<file path="config.mk">
export PLATFORM = sky130hd
export DESIGN_NAME = preset_store_ctrl
export DESIGN_NICKNAME = d
export VERILOG_FILES = /design/src/rtl/psc_pkg.sv /design/src/rtl/psc_pin_sync.sv /design/src/rtl/psc_op_timer.sv /design/src/rtl/psc_nv_array.sv /design/src/rtl/preset_store_ctrl.sv
export SDC_FILE = /design/constraint.sdc
export NUM_CORES = 1
export LEC_CHECK = 0
export BUFFER_PORTS_ARGS = -buffer_cell sky130_fd_sc_hd__buf_2
export CAP_MARGIN = 20
export CORE_MARGIN = 2
export CORE_UTILIZATION = 37
export CTS_CLUSTER_SIZE = 24
export DETAILED_ROUTE_END_ITERATION = 12
export PLACE_DENSITY = 0.51
export SETUP_SLACK_MARGIN = 0.2
export SYNTH_ARGS = -nofsm -noshare
export SYNTH_HDL_FRONTEND = slang
export SYNTH_SLANG_ARGS = --single-unit
</file>
<file path="constraint.sdc">
create_clock -name clk -period 4.85 [get_ports clk]
set_clock_uncertainty 0.05 [all_clocks]
set_input_delay 0.485 -clock clk [delete_from_list [all_inputs] [get_ports clk]]
set_output_delay 0.485 -clock clk [all_outputs]
set_load 0.005 [all_outputs]
</file>
<file path="src/rtl/psc_pkg.sv">
package psc_pkg;

  localparam logic [2:0] OP_WSET   = 3'd0;
  localparam logic [2:0] OP_SAVE   = 3'd1;
  localparam logic [2:0] OP_UWRITE = 3'd2;
  localparam logic [2:0] OP_RECALL = 3'd3;
  localparam logic [2:0] OP_READ   = 3'd4;

  // slots 0 and 1 hold wiper copies, user bytes follow
  function automatic logic is_user_slot(input int a, input int n_user);
    return (a >= 2) && (a < n_user + 2);
  endfunction

  function automatic int op_cycles(input logic [2:0] op, input int t_save,
                                   input int t_recall, input int t_read);
    case (op)
      OP_SAVE, OP_UWRITE: return t_save;
      OP_RECALL:          return t_recall;
      OP_READ:            return t_read;
      default:            return 0;
    endcase
  endfunction

  function automatic int max3(input int a, input int b, input int c);
    int m;
    m = (a > b) ? a : b;
    return (m > c) ? m : c;
  endfunction

endpackage

</file>
<file path="src/rtl/psc_pin_sync.sv">
module psc_pin_sync (
  input  logic clk,
  input  logic rst_n,
  input  logic pin_n,
  output logic fall_evt
);
  logic s1, s2, prev;

  always_ff @(posedge clk or negedge rst_n) begin
    if (!rst_n) begin
      s1   <= 1'b1;
      s2   <= 1'b1;
      prev <= 1'b1;
    end else begin
      s1   <= pin_n;
      s2   <= s1;
      prev <= s2;
    end
  end

  assign fall_evt = prev & ~s2;

  a_r9_single_event: assert property (@(posedge clk) disable iff (!rst_n)
    fall_evt |=> !fall_evt);

endmodule

</file>
<file path="src/rtl/psc_op_timer.sv">
module psc_op_timer #(
  parameter int CNT_W = 8
) (
  input  logic             clk,
  input  logic             rst_n,
  input  logic             load,
  input  logic [CNT_W-1:0] load_val,
  output logic             run,
  output logic             done
);
  logic [CNT_W-1:0] cnt;

  always_ff @(posedge clk or negedge rst_n) begin
    if (!rst_n) begin
      run <= 1'b0;
      cnt <= '0;
    end else if (load) begin
      run <= 1'b1;
      cnt <= load_val;
    end else if (run) begin
      if (cnt == '0) run <= 1'b0;
      else           cnt <= cnt - 1'b1;
    end
  end

  assign done = run && (cnt == '0);

  a_r11_no_reload: assert property (@(posedge clk) disable iff (!rst_n)
    load |-> !run);
  a_r4_run_holds: assert property (@(posedge clk) disable iff (!rst_n)
    (run && cnt != '0) |=> run);
  a_r4_run_ends: assert property (@(posedge clk) disable iff (!rst_n)
    done && !load |=> !run);

endmodule

</file>
<file path="src/rtl/psc_nv_array.sv">
module psc_nv_array #(
  parameter int W       = 10,
  parameter int BYTE_W  = 8,
  parameter int DEPTH   = 32,
  parameter int AW      = 5,
  parameter int MID     = 512
) (
  input  logic          clk,
  input  logic          rst_n,
  input  logic          we,
  input  logic [AW-1:0] waddr,
  input  logic [W-1:0]  wdata,
  input  logic [AW-1:0] raddr,
  output logic [W-1:0]  rdata,
  output logic [W-1:0]  slot0,
  output logic [W-1:0]  slot1
);
  logic [W-1:0] mem [DEPTH];

  always_ff @(posedge clk or negedge rst_n) begin
    if (!rst_n) begin
      for (int i = 0; i < DEPTH; i++)
        mem[i] <= (i < 2) ? W'(MID) : '0;
    end else if (we && (int'(waddr) < DEPTH)) begin
      mem[waddr] <= wdata;
    end
  end

  assign rdata = (int'(raddr) < DEPTH) ? mem[raddr] : '0;
  assign slot0 = mem[0];
  assign slot1 = mem[1];

  a_r5_user_byte_clean: assert property (@(posedge clk) disable iff (!rst_n)
    (we && waddr >= AW'(2)) |-> (wdata >> BYTE_W) == '0);

endmodule

</file>
<file path="src/rtl/preset_store_ctrl.sv">
module preset_store_ctrl
  import psc_pkg::*;
#(
  parameter int WIPER_W  = 10,
  parameter int UBYTE_W  = 8,
  parameter int N_USER   = 30,
  parameter int T_SAVE   = 1000000,
  parameter int T_RECALL = 50000,
  parameter int T_READ   = 5000
) (
  input  logic               clk,
  input  logic               rst_n,
  input  logic               wp_n,
  input  logic               preset_n,
  input  logic               req_valid,
  input  logic [2:0]         req_op,
  input  logic [4:0]         req_addr,
  input  logic [WIPER_W-1:0] req_data,
  output logic               req_ack,
  output logic               busy,
  output logic               ready,
  output logic               blocked,
  output logic [WIPER_W-1:0] rd_data,
  output logic [WIPER_W-1:0] wiper0,
  output logic [WIPER_W-1:0] wiper1
);
  localparam int DEPTH  = N_USER + 2;
  localparam int ADDR_W = 5;
  localparam int MID    = 1 << (WIPER_W - 1);
  localparam int CNT_W  = $clog2(max3(T_SAVE, T_RECALL, T_READ) + 1);

  // named internal events
  logic preset_evt, accept, user_ok, wp_hit, start_timed, wset_hit;
  logic run, done, c_save, c_uwr, c_rec, c_rd;
  logic boot;
  logic [2:0]         cur_op;
  logic [ADDR_W-1:0]  cur_addr;
  logic [WIPER_W-1:0] cur_data, cap_data;
  logic               we;
  logic [ADDR_W-1:0]  waddr;
  logic [WIPER_W-1:0] rdata, slot0, slot1;
  logic [CNT_W-1:0]   load_val;

  psc_pin_sync u_sync (
    .clk(clk), .rst_n(rst_n), .pin_n(preset_n), .fall_evt(preset_evt)
  );

  assign user_ok     = is_user_slot(int'(req_addr), N_USER);
  assign accept      = req_valid & ~boot & ~run & ~preset_evt;
  assign wp_hit      = accept & ~wp_n &
                       ((req_op == OP_SAVE) | ((req_op == OP_UWRITE) & user_ok));
  assign start_timed = accept & ~wp_hit &
                       ((req_op == OP_SAVE) | (req_op == OP_RECALL) |
                        (req_op == OP_READ) | ((req_op == OP_UWRITE) & user_ok));
  assign wset_hit    = accept & (req_op == OP_WSET);
  assign load_val    = CNT_W'(op_cycles(req_op, T_SAVE, T_RECALL, T_READ) - 1);

  psc_op_timer #(.CNT_W(CNT_W)) u_timer (
    .clk(clk), .rst_n(rst_n), .load(start_timed), .load_val(load_val),
    .run(run), .done(done)
  );

  // value captured at acceptance: wiper for a save, clean byte otherwise
  assign cap_data = (req_op == OP_SAVE) ? (req_addr[0] ? wiper1 : wiper0)
                                        : WIPER_W'(req_data[UBYTE_W-1:0]);

  always_ff @(posedge clk or negedge rst_n) begin
    if (!rst_n) begin
      cur_op   <= OP_WSET;
      cur_addr <= '0;
      cur_data <= '0;
    end else if (start_timed) begin
      cur_op   <= req_op;
      cur_addr <= req_addr;
      cur_data <= cap_data;
    end
  end

  assign c_save = done & (cur_op == OP_SAVE);
  assign c_uwr  = done & (cur_op == OP_UWRITE);
  assign c_rec  = done & (cur_op == OP_RECALL);
  assign c_rd   = done & (cur_op == OP_READ);

  assign we    = c_save | c_uwr;
  assign waddr = c_save ? ADDR_W'(cur_addr[0]) : cur_addr;

  psc_nv_array #(
    .W(WIPER_W), .BYTE_W(UBYTE_W), .DEPTH(DEPTH), .AW(ADDR_W), .MID(MID)
  ) u_store (
    .clk(clk), .rst_n(rst_n), .we(we), .waddr(waddr), .wdata(cur_data),
    .raddr(cur_addr), .rdata(rdata), .slot0(slot0), .slot1(slot1)
  );

  // live wipers: boot > preset > recall > direct set
  always_ff @(posedge clk or negedge rst_n) begin
    if (!rst_n) begin
      boot   <= 1'b1;
      wiper0 <= '0;
      wiper1 <= '0;
    end else begin
      boot <= 1'b0;
      if (boot || preset_evt) begin
        wiper0 <= slot0;
        wiper1 <= slot1;
      end else if (c_rec) begin
        if (cur_addr[0]) wiper1 <= slot1;
        else             wiper0 <= slot0;
      end else if (wset_hit) begin
        if (req_addr[0]) wiper1 <= req_data;
        else             wiper0 <= req_data;
      end
    end
  end

  always_ff @(posedge clk or negedge rst_n) begin
    if (!rst_n) begin
      blocked <= 1'b0;
      rd_data <= '0;
    end else begin
      if (wp_hit) blocked <= 1'b1;
      if (c_rd)   rd_data <= rdata;
    end
  end

  assign req_ack = accept;
  assign ready   = ~boot & ~run;
  assign busy    = boot | run | start_timed;

  a_r2_boot_loads: assert property (@(posedge clk) disable iff (!rst_n)
    boot |=> (wiper0 == $past(slot0)) && (wiper1 == $past(slot1)));
  a_r8_blocked_sticky: assert property (@(posedge clk) disable iff (!rst_n)
    blocked |=> blocked);
  a_r8_block_no_busy: assert property (@(posedge clk) disable iff (!rst_n)
    wp_hit |=> ready && $stable(slot0) && $stable(slot1));
  a_r10_preset_first: assert property (@(posedge clk) disable iff (!rst_n)
    preset_evt |-> !req_ack);
  a_r11_busy_on_start: assert property (@(posedge clk) disable iff (!rst_n)
    start_timed |-> busy);
  a_r11_busy_covers: assert property (@(posedge clk) disable iff (!rst_n)
    !ready |-> busy && !req_ack);
  a_r9_preset_reload: assert property (@(posedge clk) disable iff (!rst_n)
    (preset_evt && !boot) |=> (wiper0 == $past(slot0)) && (wiper1 == $past(slot1)));

endmodule

</file>
After elaboration in Yosys (flattened, before gate mapping):

Index checks and enable logic that the tools add are counted.

* word-level logic and storage cells: 131
* output and inout bits: 34
* bits of input ports: 23
* bits in registers: 394

* reductions and logical operators: 12
* bitwise gates (word level): 30
* equality and inequality tests: 12
* add/sub/neg operators: 2
* mux-type cells: 26
* $lt $le $gt $ge: 4

Operator list (number)
* 320-bit bitwise mux: 1
* 10-bit 2-to-1 mux: 15
* 20-bit 2-to-1 mux: 3
* 20-bit case mux with 3 select lines: 1
* 10-bit binary-select mux with 5-bit select: 1
* 10-bit demux with 5-bit select: 1
* 20-bit zero test: 1
* 20-bit by 1-bit subtractor with 20-bit output (second input constant): 1
* 20-bit by 2-bit subtractor with 20-bit output (second input constant): 1
* 1-bit bitwise AND: 15
* 3-bit by 2-bit equality test with 1-bit output (second input constant): 4
* 6-bit greater-or-equal comparator (second input constant): 2
* 5-bit inverter with 6-bit output: 2
* 1-bit OR: 7
* 3-bit by 1-bit equality test with 1-bit output (second input constant): 2
* 3-bit equality test (second input constant): 2
* 6-bit by 1-bit < comparator with 1-bit output (second input constant): 1
* 3-bit by 1-bit != test with 1-bit output (second input constant): 2
* 1-bit inverter: 6
* 3-bit AND reduction: 2
* 3-bit nonzero test: 2
* 5-bit by 2-bit greater-or-equal comparator with 1-bit output (second input constant): 1
* 5-bit 2-to-1 mux: 1
* 3-bit zero test: 1
* 8 further kinds: 11

Longest topological paths before layout:

Gate-level depths: netlist of the first run.

* depth in word-level cells: 11
* mapped depth: 9
* depth with buffers taken out: 7

Hierarchy:

A second synthesis of the first run with hierarchy kept.

* cells, all modules: 1507
* area total of the unflattened synthesis: 19284.7 sq um

By module, submodules not included
* psc_nv_array: area each 15263.4 sq um, seq. area each 8010.2 sq um, times used 1, cells an instance 1104
* preset_store_ctrl: area each 2580.0 sq um, seq. area each 1252.5 sq um, times used 1, cells an instance 243
* psc_op_timer: area each 1348.8 sq um, seq. area each 525.5 sq um, times used 1, cells an instance 156
* psc_pin_sync: area each 92.6 sq um, seq. area each 78.8 sq um, times used 1, cells an instance 4

Worst setup path before layout of the first run:

OpenSTA, ideal clock, no wires.

* path kind: register to register
* start: register u_timer.cnt[0]
* end: register u_timer.cnt[2]
* slack: 2219 ps
* required time: 4667 ps
* data arrival time: 2448 ps
* clock period less this slack: 2631 ps
* stages on the path, launching flop included: 9
* cell sequence: dfrtp_1 > inv_1 > ha_1 > or4b_2 > nor3_1 > a21boi_0 > buf_2 > a211oi_1 > a31oi_1

* word-level cells in the longest chain between the ends: 4
* elaborated cells between the ends (all ways): 7
* classes of those cells: add/sub: 1; eq/ne: 1; mux: 3; reduce/logical: 2

RTL lines
* start: declaration: line psc_op_timer.sv:11 `logic [CNT_W-1:0] cnt;`
* start signal: assignment: line psc_op_timer.sv:19 `cnt <= load_val;`
* start signal: assignment: line psc_op_timer.sv:22 `else cnt <= cnt - 1'b1;`
* 20-bit by 1-bit subtractor with 20-bit output: line psc_op_timer.sv:22
* 20-bit 2-to-1 mux: line psc_op_timer.sv:21 `if (cnt == '0) run <= 1'b0;`
* 20-bit 2-to-1 mux: line psc_op_timer.sv:20 `end else if (run) begin`
* 20-bit 2-to-1 mux: line psc_op_timer.sv:17 `end else if (load) begin`

Several ways; a longest one is shown, not always the timed one. The select of a mux whose other input is x is not followed.
A chain may end at the register's enable or synchronous reset.

Final worst setup path of the first run:

* start: register u_timer.cnt[10]
* end: register u_store.mem[151] (netlist name)

* word-level cells in the longest chain between the ends: 10
* elaborated cells between the ends (all ways): 13
* classes of those cells: order compare: 2; mux: 4; bitwise: 4; reduce/logical: 3

RTL lines
* 20-bit zero test *: line psc_op_timer.sv:26 `assign done = run && (cnt == '0);`
* 1-bit logical AND *: line psc_op_timer.sv:26
* 1-bit bitwise AND: line preset_store_ctrl.sv:79 `assign c_save = done & (cur_op == OP_SAVE);`
* 5-bit 2-to-1 mux: line preset_store_ctrl.sv:85 `assign waddr = c_save ? ADDR_W'(cur_addr[0]) : cur_addr;`
* 5-bit inverter with 6-bit output (not written as such): line psc_nv_array.sv:25 `mem[waddr] <= wdata;`
* 6-bit greater-or-equal comparator (not written as such) / 6-bit by 1-bit < comparator with 1-bit output (equally long branches): line psc_nv_array.sv:25
* 1-bit logical AND (not written as such): line psc_nv_array.sv:25
* 10-bit 2-to-1 mux (not written as such): line psc_nv_array.sv:25
* 10-bit demux with 5-bit select: line psc_nv_array.sv:25
* 320-bit bitwise mux: line psc_nv_array.sv:25
* end signal: indexed assignment: line psc_nv_array.sv:23 `mem[i] <= (i < 2) ? W'(MID) : '0;`
* end signal: indexed assignment: line psc_nv_array.sv:25
* end: declaration: line psc_nv_array.sv:18 `logic [W-1:0] mem [DEPTH];`

Mark *: on every way between the ends. The rest lies on a longest branch, timed or not.

==> metrics.cfg, run 1 <==
[run_status]
status = completed

[timing]
fin_crit_ns = 3.540
final_max_slew_viol_count = 0
finalCritPeriodShare_pct = 73.00
finalHoldViolations = 0
setup_tns_ns = 0
setup_viol = 0
grt_setup_unrepaired = no
slew_headroom_pct = 26.58
tightest_slew_ns = 1.101
fmax_mhz = 282.5

[power]
power.net_switching_uw = 1523
p_per_area_nw_per_um2 = 331.6
power_frac_seq_pct = 47.5
power.share.combinational_pct = 2.2
p_int_uw = 5467
peakVddDrop_mv = 0.2421
swShare_pct = 21.79
p_clk_share_pct = 50.3
power.leakage_uw = 0.009693

[cts]
cts_setup_buffers = 0
htreeDepth = 2
clk_path_buf_depth = 3
cts.sink_count = 394
cts.clk_slew.worst_paths_ns = 0.06
cts_hold_buf = 2
cts_made_buffers = 46
cts_resized = 0
clk_latency_ns = 0.59
cts_root_buffer = clkbuf_16
cts_tree = built

[floorplanning]
core_area_um2 = 49050
fp-row-count = 81
die_w_um = 227.2
die_y_um = 227.2
design.die.area_um2 = 51610
ios = 57
start_util_pct = 37.57

[grt]
grt-ovfl-total = 0
grt_usage_pct = 19.95
grt_pass1_vias = 12075
antenna_found_initial = 1
grt_max_degree = 117
grt_first_pass_wirelength_um = 77160

[setup_path]
startpoint_type = register
path_class = register to register
critPathSlowestCell = nor3_4
max_stage_delay_ns = 0.71
cp-end-kind = register
critPathMaxFanout = 10
cp.required_ns = 5.27
crit_arrival_ns = 3.96
path_cells = nor4b_1 > nand4_1 > nor3_4 > nand3_2 > mux2_2

[synthesis]
synth_cells = 1366
synth_seq_cells = 394
synth.area.top_cells = dfrtp_1 (53%), mux2_2 (20%), mux4_2 (6.0%)
yosysTopAreaCell = dfrtp_1
ys_seq_area_share_pct = 53.54
synthTopCellsByCount = dfrtp_1 (388), mux2_2 (323), nand2_1 (79), mux2i_1 (73), clkbuf_1 (71)
synth_area_um2 = 18430
yosysMostFrequentCell = dfrtp_1
synth_async_sr_flop_share_pct = 100.0
yosysTopAreaCellShare_pct = 52.69
synth_edf_count = 0
synth_area_per_cell_um2 = 13.49
syn-num-nets = 1393
synth_ff_type = dfrtp_1
yosys.cell_types.count = 61
yosysWarnings = 0

[detailed_routing]
viasPerCell = 5.565
dr_total_vias = 11747
routed_wl_um = 50270
dr.pass1.iters = 4
drt.antenna.violating_nets = 0
avgRoutedWirePerCell_um = 23.82
drt-initial-drc-count = 876
drc = 0

[cells_and_area]
diodes = 0
drive_above_1_share_pct = 41.05
syn_to_final_growth_pct = 14.40
nets = 1440
finalInstanceArea_um2 = 21080
finalNonFillerCells = 2111
n_fill_cell = 4549
fin_util_pct = 42.98

[min_path]
hp-class = primary input to register

[place]
hpwl_um = 32460
port_buffers = 56
placed_area_um2 = 19520
routabilityCongestion = 0.7872
dp.cells = 2026

[flow_run]
max-cap-violations = 0

==> per-stage QoR <==
| step | hold slack [ns] | power (uW) | setup slack, ns |
|---|---|---|---|
| global route | 0.07171 | 7241 | 1.074 |
| floorplan | 0.1394 | 3418 | 2.219 |
| global placement | 0.2971 | 3533 | 1.404 |
| CTS | 0.05362 | 7091 | 1.367 |
| detailed placement | 0.2993 | 3535 | 1.354 |
| finish | 0.08180 | 6990 | 1.310 |
==> path summary, 6_finish.rpt <==
check	end	cells past startpoint	from	slack, ns
setup reg to reg	u_store.mem[151]	5	u_timer.cnt[10]	1.31
setup / recovery	u_store.mem[151]	5	u_timer.cnt[10]	1.31
hold / removal	cur_addr[1]	3	req_addr[1]	0.08
min in group asynchronous	blocked	2	rst_n	0.46
hold reg to reg	u_sync.s2	0	u_sync.s1	0.31
max in group asynchronous	u_store.mem[161]	3	rst_n	3.19
==> kinds of logic (layout without fill, tap and decap cells) <==
group	count (synthesis)	in the layout	share of synthesized area, %
AOI/OAI and AO/OA	155	155	6.097
xor gates and xnor gates	7	7	0.3327
adders and majority gates	4	4	0.2716
buffers and inverters	96	177	1.996
DFF	394	394	53.54
muxes	445	445	29.69
other	1	1	0.02035
and+or+nand+nor	264	264	8.046
==> state kept, by name (all words and copies together), names as in the netlist <==
| signal | flops |
|---|---|
| blocked | 1 |
| boot | 1 |
| cur_addr | 5 |
| cur_data | 10 |
| cur_op | 3 |
| rd_data | 10 |
| u_store.mem | 300 |
| u_store.slot0 | 10 |
| u_store.slot1 | 10 |
| u_sync.prev | 1 |
| u_sync.s1 | 1 |
| u_sync.s2 | 1 |
| u_timer.cnt | 20 |
| u_timer.run | 1 |
| wiper0 | 10 |
| wiper1 | 10 |
==> power groups by stage <==
stage	combinational, uW	clock [uW]	sequential (uW)
2_1_floorplan	44.1	0	3370
3_3_place_gp	158	0	3380
6_report	156	3520	3320
4_1_cts	162	3610	3320
5_1_grt	177	3750	3320
3_5_place_dp	160	0	3380
==> routing by layer <==
layer | wire (um) | global-route usage [%] | part of all wire, % | up-vias
met5 | 0 | 0 | 0 | -
li1 | - | - | - | 5216
met3 | 1782 | 3.330 | 3.5 | 74
met1 | 23800 | 28.56 | 47 | 6262
met2 | 23430 | 31.25 | 47 | 195
met4 | 1260 | 5.714 | 2.5 | 0
==> critical path, delay by kind of cell (launching register included) <==
| family | cells | cell delay (ns) |
|---|---|---|
| AND/OR/NAND/NOR | 4 | 2.51 |
| flip-flops | 1 | 0.45 |
| multiplexers | 1 | 0.42 |
==> cells in the final DEF, fill, tap and decap left out, types with 12 or more instances in the layout <==
cell       count
dfrtp_1      385
mux2_2       323
nand2_1       79
mux2i_1       73
buf_2         55
mux4_2        49
clkbuf_16     47
a22oi_1       33
o21ai_0       30
nor2_1        29
buf_4         25
o221a_2       20
nand2b_1      18
nand2_2       16
a21oi_1       15
nor3_1        15
or3_1         14
o22ai_1       14
nor4_1        12
==> cell type report <==
class / count / area, um^2 / share of cell area [%]
multi-input combinational: 876 / 8218 / 38.98
inverter: 7 / 26.28 / 0.1246
clock inverter: 17 / 209.0 / 0.9912
timing repair buffer: 88 / 598.1 / 2.837
clock buffer: 65 / 1324 / 6.279
sequential: 394 / 9876 / 46.85
tap: 664 / 830.8 / 3.941
No activity file was read; power rests on OpenSTA's default activity.
==> run 2: changes to the inputs <==
PLACE_DENSITY = 0.53   (was 0.51)
clock period = 3.2 ns   (was 4.85 ns; I/O delays follow)
==> run 2 against run 1 <==
Compared with the run above:
- global-route usage fell by 0.087 points
- via count fell by 0.50%
- design area rose by 0.61%
- critical endpoint is now u_store.mem[249]
==> metrics.cfg, run 2 (synthesis gave the netlist of run 1 again) <==
[setup_path]
cp-end-kind = register
r2r_end = u_store.mem[249]
critPathLaunch = u_timer.cnt[0]
path_class = register to register
reg2regPathDepth = 8  ; +3
cp.required_ns = 3.62  ; -1.65 ns
endpoint = u_store.mem[249]
startpoint_type = register
timing.reg2reg.setup_slack_ns = 0.35  ; -0.96 ns
rr_startpoint = u_timer.cnt[0]
critPathMaxFanout = 10  ; unchanged
crit_arrival_ns = 3.27  ; -0.69 ns

[power]
power.leakage_uw = 0.009764  ; +0.73%
p_per_area_nw_per_um2 = 477.9  ; +44%
peakVddDrop_mv = 0.3634  ; +50%

[grt]
grt-ovfl-total = 0  ; unchanged
grt_usage_pct = 19.86  ; -0.087 points
antenna_found_initial = 1  ; unchanged
grt_first_pass_wirelength_um = 76690  ; -0.61%
grt_pass1_vias = 12260  ; +1.5%
grt_max_degree = 105  ; -10%

[detailed_routing]
dr_total_vias = 11688  ; -0.50%
viasPerCell = 5.472  ; -1.7%
drt.antenna.violating_nets = 0  ; unchanged
routed_wl_um = 49770  ; -1.0%
dr.pass1.iters = 5  ; +1
avgRoutedWirePerCell_um = 23.30  ; -2.2%
drt-initial-drc-count = 717  ; -18%
drc = 0  ; unchanged

[timing]
finalHoldViolations = 0  ; unchanged
setup_viol = 0  ; unchanged
fin_crit_ns = 2.854  ; -0.6868 ns
fmax_mhz = 350.4  ; +24%
tightest_slew_ns = 1.015  ; -0.08667 ns
final_max_slew_viol_count = 0  ; unchanged
grt_setup_unrepaired = no
setup_tns_ns = 0  ; unchanged
setup_ws_ns = 0.3465  ; -0.9632 ns
slew_headroom_pct = 31.40  ; +4.8 points
finalCritPeriodShare_pct = 89.17  ; +16 points

[cells_and_area]
reg.largest.list = u_store.mem x300, u_timer.cnt x20
largest_reg_flops = 300  ; unchanged
drive_above_1_share_pct = 41.24  ; +0.19 points
seq_area_um2 = 9877  ; about the same
nets = 1469  ; +2.0%
layout_commonest_cell = dfrtp_1
regMostFlops = u_store.mem
n_fill_cell = 4555  ; +0.13%
diodes = 0  ; unchanged
syn_to_final_growth_pct = 15.09
multi_input_area_um2 = 8229  ; +0.14%
layout_common_cells = dfrtp_1 (384), mux2_2 (323), nand2_1 (79)

[floorplanning]
design.die.area_um2 = 51610  ; unchanged
start_util_pct = 37.57  ; unchanged
die_w_um = 227.2  ; unchanged
ios = 57  ; unchanged
die_y_um = 227.2  ; unchanged
fp-row-count = 81  ; unchanged
core_area_um2 = 49050  ; unchanged

[place]
port_buffers = 56  ; unchanged
post-place-ws_ns = 0.3113  ; -1.043 ns
routabilityCongestion = 0.8189  ; +4.0%
hpwl_um = 32930  ; +1.4%

[cts]
cts_tree = built
cts.clk_slew.worst_paths_ns = 0.06  ; about the same
cts.sink_count = 394  ; unchanged
cts_root_buffer = clkbuf_16
cts_made_buffers = 46  ; unchanged
clk_path_buf_depth = 3  ; unchanged
clk_latency_ns = 0.58  ; about the same
htreeDepth = 2  ; unchanged
cts_setup_buffers = 0  ; unchanged

[min_path]
hp-class = primary input to register

[flow_run]
max-cap-violations = 0  ; unchanged

[run_status]
status = completed

[run 2: power by group]
group	leakage, uW	total [uW]	switching (uW)	internal (uW)
clock	0.000666	4860	2060	2800
sequential	0.00537	5030	20.2	5010
combinational	0.00373	247	168	79.1
[run 2: through the flow]
step	power [uW]	area, um^2	instances	util (%)	hold WS, ns
floorplan	5180	18430	1366	-	-0.02559
global placement	5361	19760	2051	40.28	0.1543
detailed placement	5363	19760	2051	40.28	0.1559
CTS	10280	21200	2136	43.21	0.01020
global route	10550	21210	2136	43.24	0.03496
finish	10140	21210	2136	43.24	0.02491
[run 2: layer usage]
metal	wire [um]	track usage, %	up-vias
li1	-	-	5255
met1	22400	26.72	6124
met2	23870	32.74	227
met3	2226	3.872	80
met4	1268	5.608	2
met5	10	0	-
[run 2: layout make-up]
cell class	count	area share, %
sequential	394	46.57
multi-input combinational	876	38.80
clock buffer	71	6.159
timing repair buffer	117	4.141
tap	664	3.917
clock inverter	7	0.2891
inverter	7	0.1239
[run 2: critical path: stages, from the launching register on]
cell and delay, ns:
dfrtp_1 0.41, inv_1 0.09, ha_1 0.17, nor4b_1 0.35
nand3_1 0.16, buf_4 0.21, nor3_1 0.54, nand2_2 0.38
mux2_2 0.37
[run 2: worst min-delay path by stage]
stage                         start                to  depth (start not counted)
after floorplan               rst_n           blocked                          0
after CTS                 req_op[0]         cur_op[0]                          3
after global routing      req_op[1]         cur_op[1]                          3
after global placement        rst_n  u_store.mem[123]                          1
final                     req_op[0]         cur_op[0]                          3
after detailed placement      rst_n   u_store.mem[79]                          1
[run 2: what timing repair did]
item                                    CTS  global route
resized for setup                         0             2
endpoints found under the setup margin    0            11
hold endpoints to repair                206             0
hold buffers                              7             0
